===== config.mk =====
export PLATFORM = sky130hd
export DESIGN_NAME = cap_guard
export DESIGN_NICKNAME = d
export VERILOG_FILES = /design/src/rtl/cap_guard_pkg.sv /design/src/rtl/cap_source_mux.sv /design/src/rtl/cap_perm_check.sv /design/src/rtl/cap_bounds_check.sv /design/src/rtl/cap_guard.sv
export SDC_FILE = /design/constraint.sdc
export NUM_CORES = 1
export LEC_CHECK = 0
export BUFFER_PORTS_ARGS = -buffer_cell sky130_fd_sc_hd__buf_4
export CORE_AREA = 8 8 180 182
export CTS_BUF_LIST = sky130_fd_sc_hd__clkbuf_8
export DETAILED_ROUTE_END_ITERATION = 16
export DIE_AREA = 0 0 188 190
export PLACE_DENSITY = 0.65
export SLEW_MARGIN = 30
export SYNTH_ARGS = -nofsm -noshare
export SYNTH_HDL_FRONTEND = slang
export SYNTH_SLANG_ARGS = --single-unit
export TNS_END_PERCENT = 50

===== constraint.sdc =====
create_clock -name clk -period 1.7 [get_ports clk]
set_clock_uncertainty 0.05 [all_clocks]
set_input_delay 0.17 -clock clk [delete_from_list [all_inputs] [get_ports clk]]
set_output_delay 0.17 -clock clk [all_outputs]
set_load 0.01 [all_outputs]

===== src/rtl/cap_guard_pkg.sv =====
package cap_guard_pkg;

    typedef enum logic [1:0] {
        KIND_FETCH = 2'b00,
        KIND_LOAD  = 2'b01,
        KIND_STORE = 2'b10,
        KIND_RSVD  = 2'b11
    } acc_kind_e;

    typedef enum logic [1:0] {
        CAUSE_NONE   = 2'd0,
        CAUSE_TAG    = 2'd1,
        CAUSE_PERM   = 2'd2,
        CAUSE_BOUNDS = 2'd3
    } fault_cause_e;

    localparam int PERM_W      = 3;
    localparam int PERM_LOAD   = 0;
    localparam int PERM_STORE  = 1;
    localparam int PERM_EXEC   = 2;
    localparam int NUM_SRC     = 3;
    localparam int SRC_PCC     = 0;
    localparam int SRC_PTR     = 1;
    localparam int SRC_DDC     = 2;

    typedef struct packed {
        logic         valid;
        logic         grant;
        fault_cause_e cause;
    } verdict_t;

endpackage


===== src/rtl/cap_source_mux.sv =====
module cap_source_mux
    import cap_guard_pkg::*;
#(
    parameter int ADDR_W = 64
) (
    input  acc_kind_e                kind,
    input  logic                     use_ptr,
    input  logic [NUM_SRC-1:0]       src_tag,
    input  logic [PERM_W-1:0]        src_perm [NUM_SRC],
    input  logic [ADDR_W-1:0]        src_base [NUM_SRC],
    input  logic [ADDR_W-1:0]        src_len  [NUM_SRC],
    output logic                     sel_tag,
    output logic [PERM_W-1:0]        sel_perm,
    output logic [ADDR_W-1:0]        sel_base,
    output logic [ADDR_W-1:0]        sel_len
);
    logic [NUM_SRC-1:0] pick;

    always_comb begin
        pick = '0;
        if (kind == KIND_FETCH) begin
            pick[SRC_PCC] = 1'b1;
        end else if (use_ptr) begin
            pick[SRC_PTR] = 1'b1;
        end else begin
            pick[SRC_DDC] = 1'b1;
        end
    end

    // One-hot AND-OR selection across the sources.
    logic [NUM_SRC-1:0] tag_m;
    logic [PERM_W-1:0]  perm_m [NUM_SRC];
    logic [ADDR_W-1:0]  base_m [NUM_SRC];
    logic [ADDR_W-1:0]  len_m  [NUM_SRC];

    for (genvar s = 0; s < NUM_SRC; s++) begin : g_src
        assign tag_m[s]  = pick[s] & src_tag[s];
        assign perm_m[s] = {PERM_W{pick[s]}} & src_perm[s];
        assign base_m[s] = {ADDR_W{pick[s]}} & src_base[s];
        assign len_m[s]  = {ADDR_W{pick[s]}} & src_len[s];
    end

    always_comb begin
        sel_tag  = |tag_m;
        sel_perm = '0;
        sel_base = '0;
        sel_len  = '0;
        for (int s = 0; s < NUM_SRC; s++) begin
            sel_perm = sel_perm | perm_m[s];
            sel_base = sel_base | base_m[s];
            sel_len  = sel_len  | len_m[s];
        end
    end
endmodule


===== src/rtl/cap_perm_check.sv =====
module cap_perm_check
    import cap_guard_pkg::*;
(
    input  acc_kind_e          kind,
    input  logic [PERM_W-1:0]  perm,
    output logic               perm_ok
);
    always_comb begin
        unique case (kind)
            KIND_FETCH: perm_ok = perm[PERM_EXEC];
            KIND_LOAD:  perm_ok = perm[PERM_LOAD];
            KIND_STORE: perm_ok = perm[PERM_STORE];
            default:    perm_ok = 1'b0;
        endcase
    end
endmodule


===== src/rtl/cap_bounds_check.sv =====
module cap_bounds_check #(
    parameter int ADDR_W = 64,
    parameter int SIZE_W = 5
) (
    input  logic [ADDR_W-1:0] addr,
    input  logic [SIZE_W-1:0] size,
    input  logic [ADDR_W-1:0] base,
    input  logic [ADDR_W-1:0] len,
    output logic              in_bounds
);
    localparam int WIDE_W = ADDR_W + 1;
    localparam int PAD_W  = WIDE_W - SIZE_W;

    logic [WIDE_W-1:0] first_w;
    logic [WIDE_W-1:0] end_w;
    logic [WIDE_W-1:0] limit_w;

    always_comb begin
        first_w   = {1'b0, addr};
        end_w     = first_w + {{PAD_W{1'b0}}, size};
        limit_w   = {1'b0, base} + {1'b0, len};
        in_bounds = (addr >= base) && (end_w <= limit_w);
    end
endmodule


===== src/rtl/cap_guard.sv =====
module cap_guard
    import cap_guard_pkg::*;
#(
    parameter int ADDR_W = 64,
    parameter int SIZE_W = 5
) (
    input  logic              clk,
    input  logic              rst_n,
    input  logic              req_valid,
    output logic              req_ready,
    input  logic [1:0]        req_kind,
    input  logic              req_use_ptr,
    input  logic [ADDR_W-1:0] req_addr,
    input  logic [SIZE_W-1:0] req_size,
    input  logic              pcc_tag,
    input  logic [2:0]        pcc_perm,
    input  logic [ADDR_W-1:0] pcc_base,
    input  logic [ADDR_W-1:0] pcc_len,
    input  logic              ptr_tag,
    input  logic [2:0]        ptr_perm,
    input  logic [ADDR_W-1:0] ptr_base,
    input  logic [ADDR_W-1:0] ptr_len,
    input  logic              ddc_tag,
    input  logic [2:0]        ddc_perm,
    input  logic [ADDR_W-1:0] ddc_base,
    input  logic [ADDR_W-1:0] ddc_len,
    output logic              rsp_valid,
    input  logic              rsp_ready,
    output logic              rsp_grant,
    output logic              rsp_fault,
    output logic [1:0]        rsp_cause
);
    acc_kind_e          kind;
    logic [NUM_SRC-1:0] src_tag;
    logic [PERM_W-1:0]  src_perm [NUM_SRC];
    logic [ADDR_W-1:0]  src_base [NUM_SRC];
    logic [ADDR_W-1:0]  src_len  [NUM_SRC];

    assign kind              = acc_kind_e'(req_kind);
    assign src_tag[SRC_PCC]  = pcc_tag;
    assign src_tag[SRC_PTR]  = ptr_tag;
    assign src_tag[SRC_DDC]  = ddc_tag;
    assign src_perm[SRC_PCC] = pcc_perm;
    assign src_perm[SRC_PTR] = ptr_perm;
    assign src_perm[SRC_DDC] = ddc_perm;
    assign src_base[SRC_PCC] = pcc_base;
    assign src_base[SRC_PTR] = ptr_base;
    assign src_base[SRC_DDC] = ddc_base;
    assign src_len[SRC_PCC]  = pcc_len;
    assign src_len[SRC_PTR]  = ptr_len;
    assign src_len[SRC_DDC]  = ddc_len;

    logic              sel_tag;
    logic [PERM_W-1:0] sel_perm;
    logic [ADDR_W-1:0] sel_base;
    logic [ADDR_W-1:0] sel_len;
    logic              perm_ok;
    logic              in_bounds;

    cap_source_mux #(.ADDR_W(ADDR_W)) i_mux (
        .kind     (kind),
        .use_ptr  (req_use_ptr),
        .src_tag  (src_tag),
        .src_perm (src_perm),
        .src_base (src_base),
        .src_len  (src_len),
        .sel_tag  (sel_tag),
        .sel_perm (sel_perm),
        .sel_base (sel_base),
        .sel_len  (sel_len)
    );

    cap_perm_check i_perm (
        .kind    (kind),
        .perm    (sel_perm),
        .perm_ok (perm_ok)
    );

    cap_bounds_check #(.ADDR_W(ADDR_W), .SIZE_W(SIZE_W)) i_bounds (
        .addr      (req_addr),
        .size      (req_size),
        .base      (sel_base),
        .len       (sel_len),
        .in_bounds (in_bounds)
    );

    verdict_t verdict_d, verdict_q;
    logic     accept;

    always_comb begin
        req_ready = !verdict_q.valid || rsp_ready;
        accept    = req_valid && req_ready;
        verdict_d = verdict_q;
        if (accept) begin
            verdict_d.valid = 1'b1;
            if (!sel_tag) begin
                verdict_d.cause = CAUSE_TAG;
            end else if (!perm_ok) begin
                verdict_d.cause = CAUSE_PERM;
            end else if (!in_bounds) begin
                verdict_d.cause = CAUSE_BOUNDS;
            end else begin
                verdict_d.cause = CAUSE_NONE;
            end
            verdict_d.grant = (verdict_d.cause == CAUSE_NONE);
        end else if (rsp_ready) begin
            verdict_d.valid = 1'b0;
        end
    end

    always_ff @(posedge clk or negedge rst_n) begin
        if (!rst_n) begin
            verdict_q <= '{valid: 1'b0, grant: 1'b0, cause: CAUSE_NONE};
        end else begin
            verdict_q <= verdict_d;
        end
    end

    assign rsp_valid = verdict_q.valid;
    assign rsp_grant = verdict_q.valid && verdict_q.grant;
    assign rsp_fault = verdict_q.valid && !verdict_q.grant;
    assign rsp_cause = verdict_q.cause;
endmodule


After elaboration in Yosys (flattened, before gate mapping)
Index checks and enable logic that the tools add are counted.
{"block": "word_totals", "reg_bits": 4, "output_inout_bits": 6, "inputBits": 472, "word_cells": 49}
{"block": "classes", "magnitude_cmp": 2, "eq_ne": 2, "addsub": 2, "reduce_logical": 11, "bitwise_logic": 18, "mux": 11}
{"operator": "64-bit bitwise AND", "count": 6}
{"operator": "64-bit bitwise OR", "count": 4}
{"operator": "64-bit by 5-bit adder with 65-bit output", "count": 1}
{"operator": "64-bit by 64-bit adder with 65-bit output", "count": 1}
{"operator": "65-bit less-or-equal comparator", "count": 1}
{"operator": "64-bit >= comparator", "count": 1}
{"operator": "2-bit 2-to-1 mux", "count": 5}
{"operator": "3-bit bitwise AND", "count": 3}
{"operator": "3-bit bitwise OR", "count": 2}
{"operator": "1-bit 2-to-1 mux", "count": 5}
{"operator": "1-bit logical AND", "count": 4}
{"operator": "2-bit zero test", "count": 2}
{"operator": "1-bit bitwise AND", "count": 3}
{"operator": "1-bit case mux with 3 select lines", "count": 1}
{"operator": "3-bit OR reduction", "count": 1}
{"operator": "2-bit by 1-bit equality test with 1-bit output, second input constant", "count": 1}
{"operator": "2-bit equality test, second input constant", "count": 1}
{"operator": "1-bit zero test", "count": 2}
{"operator": "2-bit nonzero test", "count": 1}
{"operator": "1-bit logical OR", "count": 1}

Depth between registers and ports, before layout
Gate-level depths: netlist of run 1.
{"block": "depth", "word_depth": 13, "depth_mapped": 29, "ltp_nobuf": 26}

Hierarchy
From an unflattened synthesis of run 1, not the netlist that was laid out.
{"block": "unflattened", "cells_unflattened": 1608, "area_unflattened_um2": 11587.4}
{"module": "cap_bounds_check", "cells_each": 1130, "area_each_um2": 8067.7, "instances": 1, "seq_area_each_um2": 0.0}
{"module": "cap_source_mux", "cells_each": 457, "area_each_um2": 3269.4, "instances": 1, "seq_area_each_um2": 0.0}
{"module": "cap_guard", "cells_each": 18, "area_each_um2": 227.7, "instances": 1, "seq_area_each_um2": 100.1}
{"module": "cap_perm_check", "cells_each": 3, "area_each_um2": 22.5, "instances": 1, "seq_area_each_um2": 0.0}

Worst setup path after synthesis of run 1
No wires, ideal clock.
{"block": "synth_timing", "path_kind": "input to register", "start": "in req_use_ptr", "end": "reg verdict_q[2] (netlist name)", "required_time_ns": 1.583, "arrival_time_ns": 6.187, "stages": 29, "setup_time_ns": 0.067, "path_buffers": 4, "setup_slack_ns": -4.604, "path_cell_list": "buf_6 clkbuf_1 buf_1 buf_1 mux2i_1 o21ai_0 ha_1 fa_1 a21oi_1 nand3b_1 a21oi_1 o211ai_2 nand2b_1 or4_4 a31oi_2 o41ai_1 a221o_1 xnor2_1 ha_1 a21o_1 a21o_1 a211oi_1 o21ai_0 o211ai_1 a21boi_0 o21ai_0 o2111ai_1 a21boi_1 a32o_1"}
{"block": "synth_between", "elab_chain_len": 13, "word_cells_on_any_way": 28, "classes_between": "add/sub (1); order compare (2); mux (8); bitwise (14); reduce/logical (3)"}
{"item": "from (decl)", "line_no": "cap_guard.sv:12", "text": "input logic req_use_ptr,"}
{"item": "1-bit 2-to-1 mux", "line_no": "cap_source_mux.sv:23", "text": "end else if (use_ptr) begin"}
{"item": "2-bit 2-to-1 mux (*)", "line_no": "cap_source_mux.sv:21", "text": "if (kind == KIND_FETCH) begin"}
{"item": "64-bit bitwise AND (on tied branches)", "line_no": "cap_source_mux.sv:39, cap_source_mux.sv:40"}
{"item": "64-bit bitwise OR (on tied branches) (2 in series)", "line_no": "cap_source_mux.sv:50, cap_source_mux.sv:51"}
{"item": "64-bit by 64-bit adder with 65-bit output", "line_no": "cap_bounds_check.sv:21", "text": "limit_w = {1'b0, base} + {1'b0, len};"}
{"item": "65-bit less-or-equal comparator", "line_no": "cap_bounds_check.sv:22", "text": "in_bounds = (addr >= base) && (end_w <= limit_w);"}
{"item": "1-bit logical AND", "line_no": "cap_bounds_check.sv:22"}
{"item": "2-bit 2-to-1 mux", "line_no": "cap_guard.sv:100", "text": "end else if (!in_bounds) begin"}
{"item": "2-bit 2-to-1 mux", "line_no": "cap_guard.sv:98", "text": "end else if (!perm_ok) begin"}
{"item": "2-bit 2-to-1 mux (*)", "line_no": "cap_guard.sv:96", "text": "if (!sel_tag) begin"}
{"item": "2-bit 2-to-1 mux (*)", "line_no": "cap_guard.sv:94", "text": "if (accept) begin"}
{"item": "2-bit zero test (*)", "line_no": "cap_guard.sv:105", "text": "verdict_d.grant = (verdict_d.cause == CAUSE_NONE);"}
{"item": "to (signal assigned)", "line_no": "cap_guard.sv:113", "text": "verdict_q <= '{valid: 1'b0, grant: 1'b0, cause: CAUSE_NONE};"}
{"item": "to (signal assigned)", "line_no": "cap_guard.sv:115", "text": "verdict_q <= verdict_d;"}
{"item": "to (decl)", "line_no": "cap_guard.sv:87", "text": "verdict_t verdict_d, verdict_q;"}
Mark *: on every way between the ends. The rest lies on a longest branch, timed or not. The select of a mux whose other input is x is not followed.
A chain may end at the register's enable or synchronous reset.

Worst setup path after layout of run 1
{"block": "layout_timing", "start": "in req_kind[0]", "end": "reg verdict_q[2] (netlist name)"}
{"block": "layout_between", "elab_chain_len": 13, "word_cells_on_any_way": 34, "classes_between": "add/sub (1); order compare (2); eq/ne (2); mux (7); bitwise (18); reduce/logical (4)"}
{"item": "from (decl)", "line_no": "cap_guard.sv:11", "text": "input logic [1:0] req_kind,"}
{"item": "2-bit zero test", "line_no": "cap_source_mux.sv:21, cap_perm_check.sv:9"}
{"item": "1-bit 2-to-1 mux or 2-bit 2-to-1 mux (tied branches)", "line_no": "cap_source_mux.sv:21"}
{"item": "64-bit bitwise AND (on tied branches)", "line_no": "cap_source_mux.sv:39, cap_source_mux.sv:40"}
{"item": "64-bit bitwise OR (on tied branches) (2 in series)", "line_no": "cap_source_mux.sv:50, cap_source_mux.sv:51"}
{"item": "64-bit by 64-bit adder with 65-bit output", "line_no": "cap_bounds_check.sv:21"}
{"item": "65-bit less-or-equal comparator", "line_no": "cap_bounds_check.sv:22"}
{"item": "1-bit logical AND", "line_no": "cap_bounds_check.sv:22"}
{"item": "2-bit 2-to-1 mux", "line_no": "cap_guard.sv:100"}
{"item": "2-bit 2-to-1 mux", "line_no": "cap_guard.sv:98"}
{"item": "2-bit 2-to-1 mux (*)", "line_no": "cap_guard.sv:96"}
{"item": "2-bit 2-to-1 mux (*)", "line_no": "cap_guard.sv:94"}
{"item": "2-bit zero test (*)", "line_no": "cap_guard.sv:105"}
Marked as above.

==> reports/qor.yml, run 1 <==
die:
  chipWidth_microns: 188
  core_sq_mm: 0.0294
  num_rows: 63
  die_h_microns: 190
  io_pins: 478
  start_util_pct: 37.3
  die_area_sq_mm: 0.0357
min_path:
  hold_class: "input port to flop"
  hold_depth: 2
  hp-start: "req_valid"
  hold_end: "rsp_valid"
cells_and_area:
  utilization_pct: 65.5
  design_area_sq_mm: 0.0192
  layout-drive-gt1-share_pct: 41.7
  area.growth.synth_to_final_pct: 75.3
  final_cell_mix: "buf_4 (940), nand2_1 (208), ha_1 (189)"
  nets: 3171
  mostFrequentLayoutCell: "buf_4"
power_and_ir_drop:
  power.internal_uw: 5140
  p_seq_share_pct: 1.3
  power_uw: 9540
  vdd_drop_max_mv: 0.236
  swShare_pct: 46.1
  combPwrFrac_pct: 96.7
  power_frac_clock_pct: 2.1
  power.leakage_uw: 0.0100
  power.switching_uw: 4400
  power_density_mw_per_mm2: 496
global_route:
  antenna_found_initial: 3
  grt_pass1_wl_microns: 80900
  grt_start_max_net_pins: 62
  grt_pass1_vias: 15800
  grt_util_all_layers_pct: 27.5
  grt_overflow: 0
sta:
  max_freq_ghz: 0.183
  finalHoldViolations: 0
  timing.final.crit_share_pct: 322
  tightest_slew_ns: 0.447
  drv_slew: 0
  rsz0062_at_grt: "yes"
  setup_viol: 3
  max_slew_margin_pct: 69.4
  min_period_ns: 5.48
  setup_ws_ns: -3.78
critical_path:
  worst-path-max-fanout: 7
  cp-start-kind: "input port"
  required_ns: 1.80
  rrSetupSlack_ns: 0.19
  end_kind: "flop"
  cp-startpoint: "req_kind[0]"
  critPathArrivalTime_ns: 5.58
  r2r_cells: 6
  rr_endpoint: "rsp_cause[1]"
  slowest_delay_ns: 0.54
  r2r_start: "rsp_valid"
  cp_slowest_cell: "or4_4"
  path_common_cell: "o21ai_1"
  crit_type: "input port to flop"
drt:
  vias: 15300
  vias_per_cell: 5.30
  firstDrtPassIters: 5
  wl_microns: 54300
  drt-initial-drc-count: 771
  routedWlPerCell_microns: 18.8
  drc: 0
  final_antenna_net_count: 0
clock_network:
  cts_sinks: 4
  clk_path_buf_depth: 2
  cts_tree: "done"
  cts_root_buffer: "clkbuf_8"
  cts_max_level: 1
  insertion_delay_ns: 0.21
  clkSlewWorstSetupHoldPaths_ns: 0.03
  cts-buffers-inserted: 3
yosys:
  synthSimpleGateAreaFrac_pct: 21.1
  ys_ff_latch: 4
  syn_nets: 2265
  synth_adder_area_share_pct: 22.8
  synth_ff_type: "dfrtp_1"
  seq_area_frac_synth_pct: 0.912
  async_flop_share_pct: 100
  synth_edf_count: 0
  ys_types: 80
  synth_top_family_by_area: "compound AO/OA/AOI/OAI gates"
  syn_area_sq_mm: 0.0110
  syn_avg_cell_area_sq_um: 6.87
  yosys_warnings: 0
  syn_inst: 1597
  synth_xor_area_share_pct: 10.0
  synthMuxAreaShare_pct: 12.4
  synth_compound_area_share_pct: 26.8
run_status:
  violations: "negative setup slack"
  status: "finished with violations"
placed_design:
  place_hpwl_microns: 47200
  post_dp_cell_area_sq_mm: 0.0183
  gp_congestion: 0.960
  port-buffer-count: 473
job:
  drv_cap: 0
logic make-up (layout without fill, tap and decap cells):
kind of cell    count (synthesis)  in the layout
simple gates                  491            491
compound gates                480            480
fa+ha+maj                     200            200
buf+inv                       164           1068
mux                           133            133
xor+xnor                      125            125
flops                           4              4
other cells                     0              1
power by group through the flow:
stage | clock network (uW) | registers [uW] | logic, uW
finish | 196 | 121 | 9220
global route | 210 | 122 | 10100
CTS | 200 | 121 | 8800
detailed placement | 0 | 122 | 8640
global placement | 0 | 121 | 8540
floorplan | 0 | 120 | 4500
synth_stat cells, types with 8 or more instances:
cell type / count / area [sq um]
nand2_1: 211 / 792
ha_1: 194 / 2430
o21ai_0: 183 / 916
mux2i_1: 127 / 1270
a21oi_1: 104 / 521
inv_1: 96 / 360
xnor2_1: 76 / 666
nor2_1: 71 / 267
a21o_1: 58 / 435
clkbuf_1: 57 / 214
nand3_1: 50 / 250
xor2_1: 48 / 420
nand4_1: 40 / 250
nor3_1: 23 / 115
and3_1: 22 / 138
a31oi_1: 17 / 106
nand2b_1: 15 / 93.8
o211ai_1: 15 / 113
o21a_1: 14 / 105
nor2b_1: 13 / 81.3
a211oi_1: 12 / 90.1
o21bai_1: 12 / 90.1
o21ai_1: 9 / 45.0
or3_1: 8 / 50.1
sequential cells by signal, summed over array words and instances, names as in the netlist:
signal and cells:
rsp_cause 2, rsp_valid 1, verdict_q 1
cell type report:
type / instances / area [sq um]
multi-input combinational: 1429 / 10600
timing repair buffer: 969 / 7660
antenna: 1 / 2.50
clock buffer: 3 / 41.3
sequential: 4 / 100
fill: 2592 / 10200
inverter: 96 / 360
tap: 390 / 488
worst max-delay path, delay by kind of cell:
family | cells | cell delay (ns)
fa+ha+maj | 2 | 0.63
buf+inv | 4 | 0.55
compound gates | 17 | 2.99
xor+xnor | 1 | 0.15
simple gates | 5 | 1.10
through the flow:
step / instances / worst slack [ns] / setup TNS (ns) / hold slack [ns]
6_report: 2892 / -3.78 / -11.30 / 0.123
5_1_grt: 2892 / -4.00 / -11.98 / 0.122
4_1_cts: 2858 / -3.75 / -11.19 / 0.121
3_5_place_dp: 2848 / -4.30 / -12.84 / -0.0811
3_3_place_gp: 2848 / -4.13 / -12.35 / -0.0836
2_1_floorplan: 1597 / -3.45 / -10.31 / -0.176
worst max path at each step:
stage / to / slack, ns
2_1_floorplan: verdict_q[2] / -3.45
3_3_place_gp: verdict_q[2] / -4.13
3_5_place_dp: verdict_q[2] / -4.30
4_1_cts: verdict_q[2] / -3.75
5_1_grt: verdict_q[2] / -4.00
6_report: verdict_q[2] / -3.78
what timing repair did:
action,CTS,global route
buffers inserted,5,24
pin swaps,9,52
hold endpoints to repair,4,0
resized for setup,28,69
hold buffers,1,0
setup endpoints to repair,3,3
gates cloned,1,9
routing by layer:
layer / vias to the layer above / GRT usage, % / part of all wire (%)
li1: 7661 / - / -
met1: 7057 / 31.1 / 41
met2: 515 / 53.1 / 51
met3: 78 / 4.06 / 5.5
met4: 4 / 6.48 / 3.1
met5: - / 0 / 0.050
Power figures use the tool's default switching activity.
==> run 2, diff against run 1 <==
--- a/config.mk
+++ b/config.mk
@@ -11,6 +11,7 @@
 export DETAILED_ROUTE_END_ITERATION = 16
 export DIE_AREA = 0 0 188 190
 export PLACE_DENSITY = 0.65
+export REMOVE_ABC_BUFFERS = 1
 export SLEW_MARGIN = 30
 export SYNTH_ARGS = -nofsm -noshare
 export SYNTH_HDL_FRONTEND = slang
==> reports/qor.yml, run 2 (synthesized netlist as in run 1, its figures left out) <==
power_and_ir_drop:
  power.leakage_uw: 0.0102  # was 0.0100 uW
  power_density_mw_per_mm2: 496  # about the same
  vdd_drop_max_mv: 0.266  # was 0.236 mV
sta:
  tns_ns: -10.76  # was -11.30 ns
  finalHoldViolations: 0  # unchanged
  timing.final.crit_share_pct: 311  # was 322%
  drv_slew: 0  # unchanged
  max_freq_ghz: 0.189  # was 0.183 GHz
  min_period_ns: 5.29  # was 5.48 ns
  setup_viol: 3  # unchanged
  setup_ws_ns: -3.59  # was -3.78 ns
  hold_ws_ns: 0.125  # was 0.123 ns
  max_slew_margin_pct: 60.8  # was 69.4%
  tightest_slew_ns: 0.573  # was 0.447 ns
  rsz0062_at_grt: "yes"  # unchanged
cells_and_area:
  largest_reg_flops: 2  # unchanged
  final_cell_mix: "buf_4 (948), nand2_1 (209), ha_1 (189)"  # was buf_4 (940), nand2_1 (208), ha_1 (189)
  final_cells: 2914  # was 2892
  fill_cells: 2609  # was 2592
  area.growth.synth_to_final_pct: 78.1  # was 75.3%
  layout-drive-gt1-share_pct: 43.2  # was 41.7%
  mostFrequentLayoutCell: "buf_4"  # unchanged
  nets: 3191  # was 3171
global_route:
  grt_pass1_vias: 16300  # was 15.8k
  antenna_found_initial: 5  # was 3
  grt_overflow: 0  # unchanged
  grt_util_all_layers_pct: 27.5  # about the same
  grt_pass1_wl_microns: 81400  # was 80900 microns
  grt_start_max_net_pins: 41  # was 62
drt:
  firstDrtPassIters: 5  # unchanged
  vias_per_cell: 5.29  # was 5.30
  drc: 0  # unchanged
  wl_microns: 52900  # was 54300 microns
  routedWlPerCell_microns: 18.2  # was 18.8 microns
  vias: 15400  # was 15.3k
  final_antenna_net_count: 0  # unchanged
  drt-initial-drc-count: 589  # was 771
placed_design:
  place_hpwl_microns: 45600  # was 47200 microns
  gp_congestion: 0.958  # was 0.960
  place_inst: 2863  # was 2848
  port-buffer-count: 473  # unchanged
die:
  core_sq_mm: 0.0294  # unchanged
  die_h_microns: 190  # unchanged
  num_rows: 63  # unchanged
  chipWidth_microns: 188  # unchanged
  die_area_sq_mm: 0.0357  # unchanged
  io_pins: 478  # unchanged
  start_util_pct: 37.3  # unchanged
clock_network:
  insertion_delay_ns: 0.21  # about the same
  cts_root_buffer: "clkbuf_8"  # unchanged
  clkSlewWorstSetupHoldPaths_ns: 0.03  # about the same
  cts-buffers-inserted: 3  # unchanged
  clk_path_buf_depth: 2  # unchanged
  cts_sinks: 4  # unchanged
  cts_max_level: 1  # unchanged
  cts_tree: "done"  # unchanged
min_path:
  hold_depth: 2  # unchanged
  hold_class: "input port to flop"  # unchanged
  hold_end: "rsp_valid"  # unchanged
  hp-start: "req_valid"  # unchanged
run_status:
  violations: "negative setup slack"  # unchanged
  status: "finished with violations"  # unchanged
critical_path:
  rr_endpoint: "rsp_cause[1]"  # unchanged
  critPathArrivalTime_ns: 5.39  # was 5.58 ns
  crit_type: "input port to flop"  # unchanged
  required_ns: 1.80  # about the same
  rrSetupSlack_ns: 0.20  # was 0.19 ns
  r2r_start: "rsp_valid"  # unchanged
  r2r_cells: 6  # unchanged
  end_kind: "flop"  # unchanged
  cp_slowest_cell: "or4_4"  # unchanged
  slowest_delay_ns: 0.57  # was 0.54 ns
  worst-path-max-fanout: 7  # unchanged
  cp-start-kind: "input port"  # unchanged
job:
  drv_cap: 0  # unchanged
run 2: changes by cell type in the layout (fill, tap and decap cells not counted), sizes merged:
cell / delta
buf: +27
clkbuf: -7
diode: +2
run 2: routing by layer:
metal	vias to the layer above	track usage, %	wire length, microns
met5	-	0	27
met4	4	7.85	1360
met3	81	4.08	2660
met2	494	53.6	27800
met1	7153	30.1	21100
li1	7689	-	-
run 2: cell type report:
cell class                      instances  area (sq um)  share of cell area [%]
Multi-Input combinational cell       1429         10700                    54.5
Timing Repair Buffer                  989          7900                    40.4
Tap cell                              390           488                    2.50
Inverter                               96           360                    1.84
Sequential cell                         4           100                   0.512
Clock buffer                            3          41.3                   0.211
Antenna cell                            3          7.51                  0.0384
run 2: stage by stage:
| step | utilization (%) | setup WS (ns) | instance area [sq um] | power, uW |
|---|---|---|---|---|
| floorplan | - | -11.38 | 10700 | 4480 |
| global route | 66.5 | -3.80 | 19600 | 10600 |
| CTS | 65.4 | -3.57 | 19200 | 9430 |
| global placement | 62.4 | -4.11 | 18400 | 8620 |
| finish | 66.5 | -3.59 | 19600 | 9700 |
| detailed placement | 62.4 | -4.22 | 18400 | 8740 |
run 2: power by group:
| group | internal [uW] | switching, uW | leakage, uW |
|---|---|---|---|
| combinational | 4990 | 4390 | 0.0101 |
| clock | 151 | 45.1 | 0.0000216 |
| sequential | 111 | 10.1 | 0.0000472 |
| total | 5250 | 4450 | 0.0102 |
run 2: repair_timing:
action / in CTS / in global routing
cloned: 8 / 2
hold endpoints to repair: 4 / 0
pin swaps: 71 / 74
buffers inserted: 23 / 13
hold buffers: 1 / 0
endpoints found under the setup margin: 3 / 3
resized for setup: 108 / 50
run 2: worst max path at each step:
stage / slack [ns] / startpoint / cells past startpoint / endpoint
6_report: -3.59 / req_kind[0] / 26 / verdict_q[2]
5_1_grt: -3.80 / req_use_ptr / 26 / verdict_q[2]
4_1_cts: -3.57 / req_kind[1] / 29 / verdict_q[2]
3_5_place_dp: -4.22 / req_use_ptr / 25 / verdict_q[2]
3_3_place_gp: -4.11 / req_use_ptr / 25 / verdict_q[2]
2_1_floorplan: -11.38 / req_kind[1] / 24 / verdict_q[2]
run 2: worst max-delay path: cells and delay by family:
kind / cells / cell delay (ns)
compound gates: 9 / 1.59
buf+inv: 4 / 0.54
fa+ha+maj: 3 / 0.84
xor+xnor: 1 / 0.14
simple gates: 9 / 2.11
==> run 3, diff against run 2 <==
--- a/config.mk
+++ b/config.mk
@@ -12,6 +12,7 @@
 export DIE_AREA = 0 0 188 190
 export PLACE_DENSITY = 0.65
 export REMOVE_ABC_BUFFERS = 1
+export SETUP_SLACK_MARGIN = 0.4
 export SLEW_MARGIN = 30
 export SYNTH_ARGS = -nofsm -noshare
 export SYNTH_HDL_FRONTEND = slang
==> reports/qor.yml, run 3 (synthesized netlist as in run 1, its figures left out) <==
sta:
  setup_viol: 3  # unchanged
  max_freq_ghz: 0.186  # was 0.189 GHz
  max_slew_margin_pct: 60.7  # was 60.8%
  min_period_ns: 5.37  # was 5.29 ns
  drv_slew: 0  # unchanged
  rsz0062_at_grt: "yes"  # unchanged
  finalHoldViolations: 0  # unchanged
  hold_ws_ns: 0.125  # about the same
  timing.final.crit_share_pct: 316  # was 311%
  setup_ws_ns: -3.67  # was -3.59 ns
  tightest_slew_ns: 0.574  # was 0.573 ns
critical_path:
  critPathArrivalTime_ns: 5.47  # was 5.39 ns
  path_common_cell: "buf_4"
  cp_num_buf_inv: 5  # was 4
  slowest_delay_ns: 0.51  # was 0.57 ns
  required_ns: 1.80  # about the same
  crit_type: "input port to flop"  # unchanged
  end_kind: "flop"  # unchanged
  crit_family: "compound AO/OA/AOI/OAI gates"  # was simple AND/OR/NAND/NOR gates
  worst-path-max-fanout: 7  # unchanged
  cp_slowest_cell: "or4_4"  # unchanged
  cp-start-kind: "input port"  # unchanged
cells_and_area:
  area.growth.synth_to_final_pct: 75.1  # was 78.1%
  nets: 3178  # was 3191
  final_cell_mix: "buf_4 (947), nand2_1 (209), ha_1 (189)"  # was buf_4 (948), nand2_1 (209), ha_1 (189)
  mostFrequentLayoutCell: "buf_4"  # unchanged
  final_cells: 2902  # was 2914
  layout-drive-gt1-share_pct: 41.9  # was 43.2%
  largest_reg_flops: 2  # unchanged
  design_area_sq_mm: 0.0192  # was 0.0196 sq mm
  utilization_pct: 65.4  # was 66.5%
run_status:
  status: "finished with violations"  # unchanged
  violations: "negative setup slack"  # unchanged
drt:
  drc: 0  # unchanged
  drt-met1-wl_microns: 20300  # was 21100 microns
  final_antenna_net_count: 0  # unchanged
  met2_length_microns: 26900  # was 27800 microns
  met3_length_microns: 2990  # was 2660 microns
  top_layer: "met5"  # unchanged
  vias: 15400  # about the same
  drt-initial-drc-count: 636  # was 589
  firstDrtPassIters: 7  # was 5
  vias_per_cell: 5.29  # about the same
  routedWlPerCell_microns: 17.9  # was 18.2 microns
  wl_microns: 51800  # was 52900 microns
placed_design:
  place_inst: 2863  # unchanged
  gp_congestion: 0.958  # unchanged
  port-buffer-count: 473  # unchanged
  place_hpwl_microns: 45600  # unchanged
  post_dp_cell_area_sq_mm: 0.0184  # unchanged
global_route:
  antenna_found_initial: 6  # was 5
  grt_overflow: 0  # unchanged
  grt_pass1_wl_microns: 80000  # was 81400 microns
  grt_util_all_layers_pct: 27.0  # was 27.5%
  grt_pass1_vias: 16200  # was 16.3k
  grt_start_max_net_pins: 41  # unchanged
die:
  core_sq_mm: 0.0294  # unchanged
  start_util_pct: 37.3  # unchanged
  die_area_sq_mm: 0.0357  # unchanged
  chipWidth_microns: 188  # unchanged
  die_h_microns: 190  # unchanged
  io_pins: 478  # unchanged
  num_rows: 63  # unchanged
power_and_ir_drop:
  power.leakage_uw: 0.0100  # was 0.0102 uW
  vdd_drop_max_mv: 0.266  # about the same
  power_uw: 9500  # was 9700 uW
  power_density_mw_per_mm2: 494  # was 496 mW/mm^2
clock_network:
  cts_root_buffer: "clkbuf_8"  # unchanged
  cts_tree: "done"  # unchanged
  clkSlewWorstSetupHoldPaths_ns: 0.03  # about the same
  cts-buffers-inserted: 3  # unchanged
  cts_max_level: 1  # unchanged
  clk_path_buf_depth: 2  # unchanged
  insertion_delay_ns: 0.21  # about the same
  cts_sinks: 4  # unchanged
min_path:
  hold_class: "input port to flop"  # unchanged
job:
  drv_cap: 0  # unchanged
## run 3: cell count changes in the layout (fill, tap and decap cells not counted), sizes merged
cell,before,now
buf,985,973
clkbuf,5,4
diode,3,4
## run 3: worst register-to-register path: stages (launching register included)
cell and delay [ns]:
dfrtp_1 0.38, nand2b_1 0.10, nand2_1 0.11, or3b_2 0.49, nor2_1 0.16, a21oi_1 0.05, o21ai_0 0.07
## run 3: cell type report
| class | instances | area [sq um] |
|---|---|---|
| antenna | 4 | 10.0 |
| clock buffer | 3 | 41.3 |
| fill | 2645 | 10200 |
| inverter | 96 | 360 |
| multi-input combinational | 1429 | 10600 |
| sequential | 4 | 100 |
| tap | 390 | 488 |
| timing repair buffer | 976 | 7660 |
## run 3: what timing repair did
action,4_1_cts,5_1_grt
resized for setup,86,31
endpoints found under the setup margin,3,3
cloned,5,1
endpoints found under the hold margin,4,0
buffers inserted,17,8
hold buffers,1,0
pin swaps,59,53
## run 3: report_power, final
group / switching, uW / internal [uW]
sequential: 9.91 / 111
combinational: 4290 / 4890
clock: 44.6 / 151
total: 4350 / 5150
## run 3: layer usage
metal	up-vias	GRT usage (%)
li1	7665	-
met1	7065	29.1
met2	524	52.0
met3	98	4.78
met4	4	9.45
met5	-	0
## run 3: path summary, 6_finish.rpt
check / end / slack [ns] / depth (start not counted) / from
setup reg to reg: rsp_cause[1] / 0.20 / 6 / rsp_valid
max in group asynchronous: rsp_cause[1] / 1.22 / 2 / rst_n
min in group asynchronous: rsp_cause[0] / 0.27 / 2 / rst_n
hold / removal: rsp_valid / 0.12 / 2 / req_valid
hold reg to reg: rsp_cause[1] / 0.47 / 2 / rsp_cause[1]
setup / recovery: verdict_q[2] / -3.67 / 30 / req_kind[0]
## run 3: per-stage QoR
step / setup WS, ns / TNS [ns]
after floorplan: -11.38 / -34.09
after global placement: -4.11 / -12.28
after detailed placement: -4.22 / -12.64
after CTS: -3.61 / -10.79
after global routing: -3.90 / -11.65
final: -3.67 / -10.98
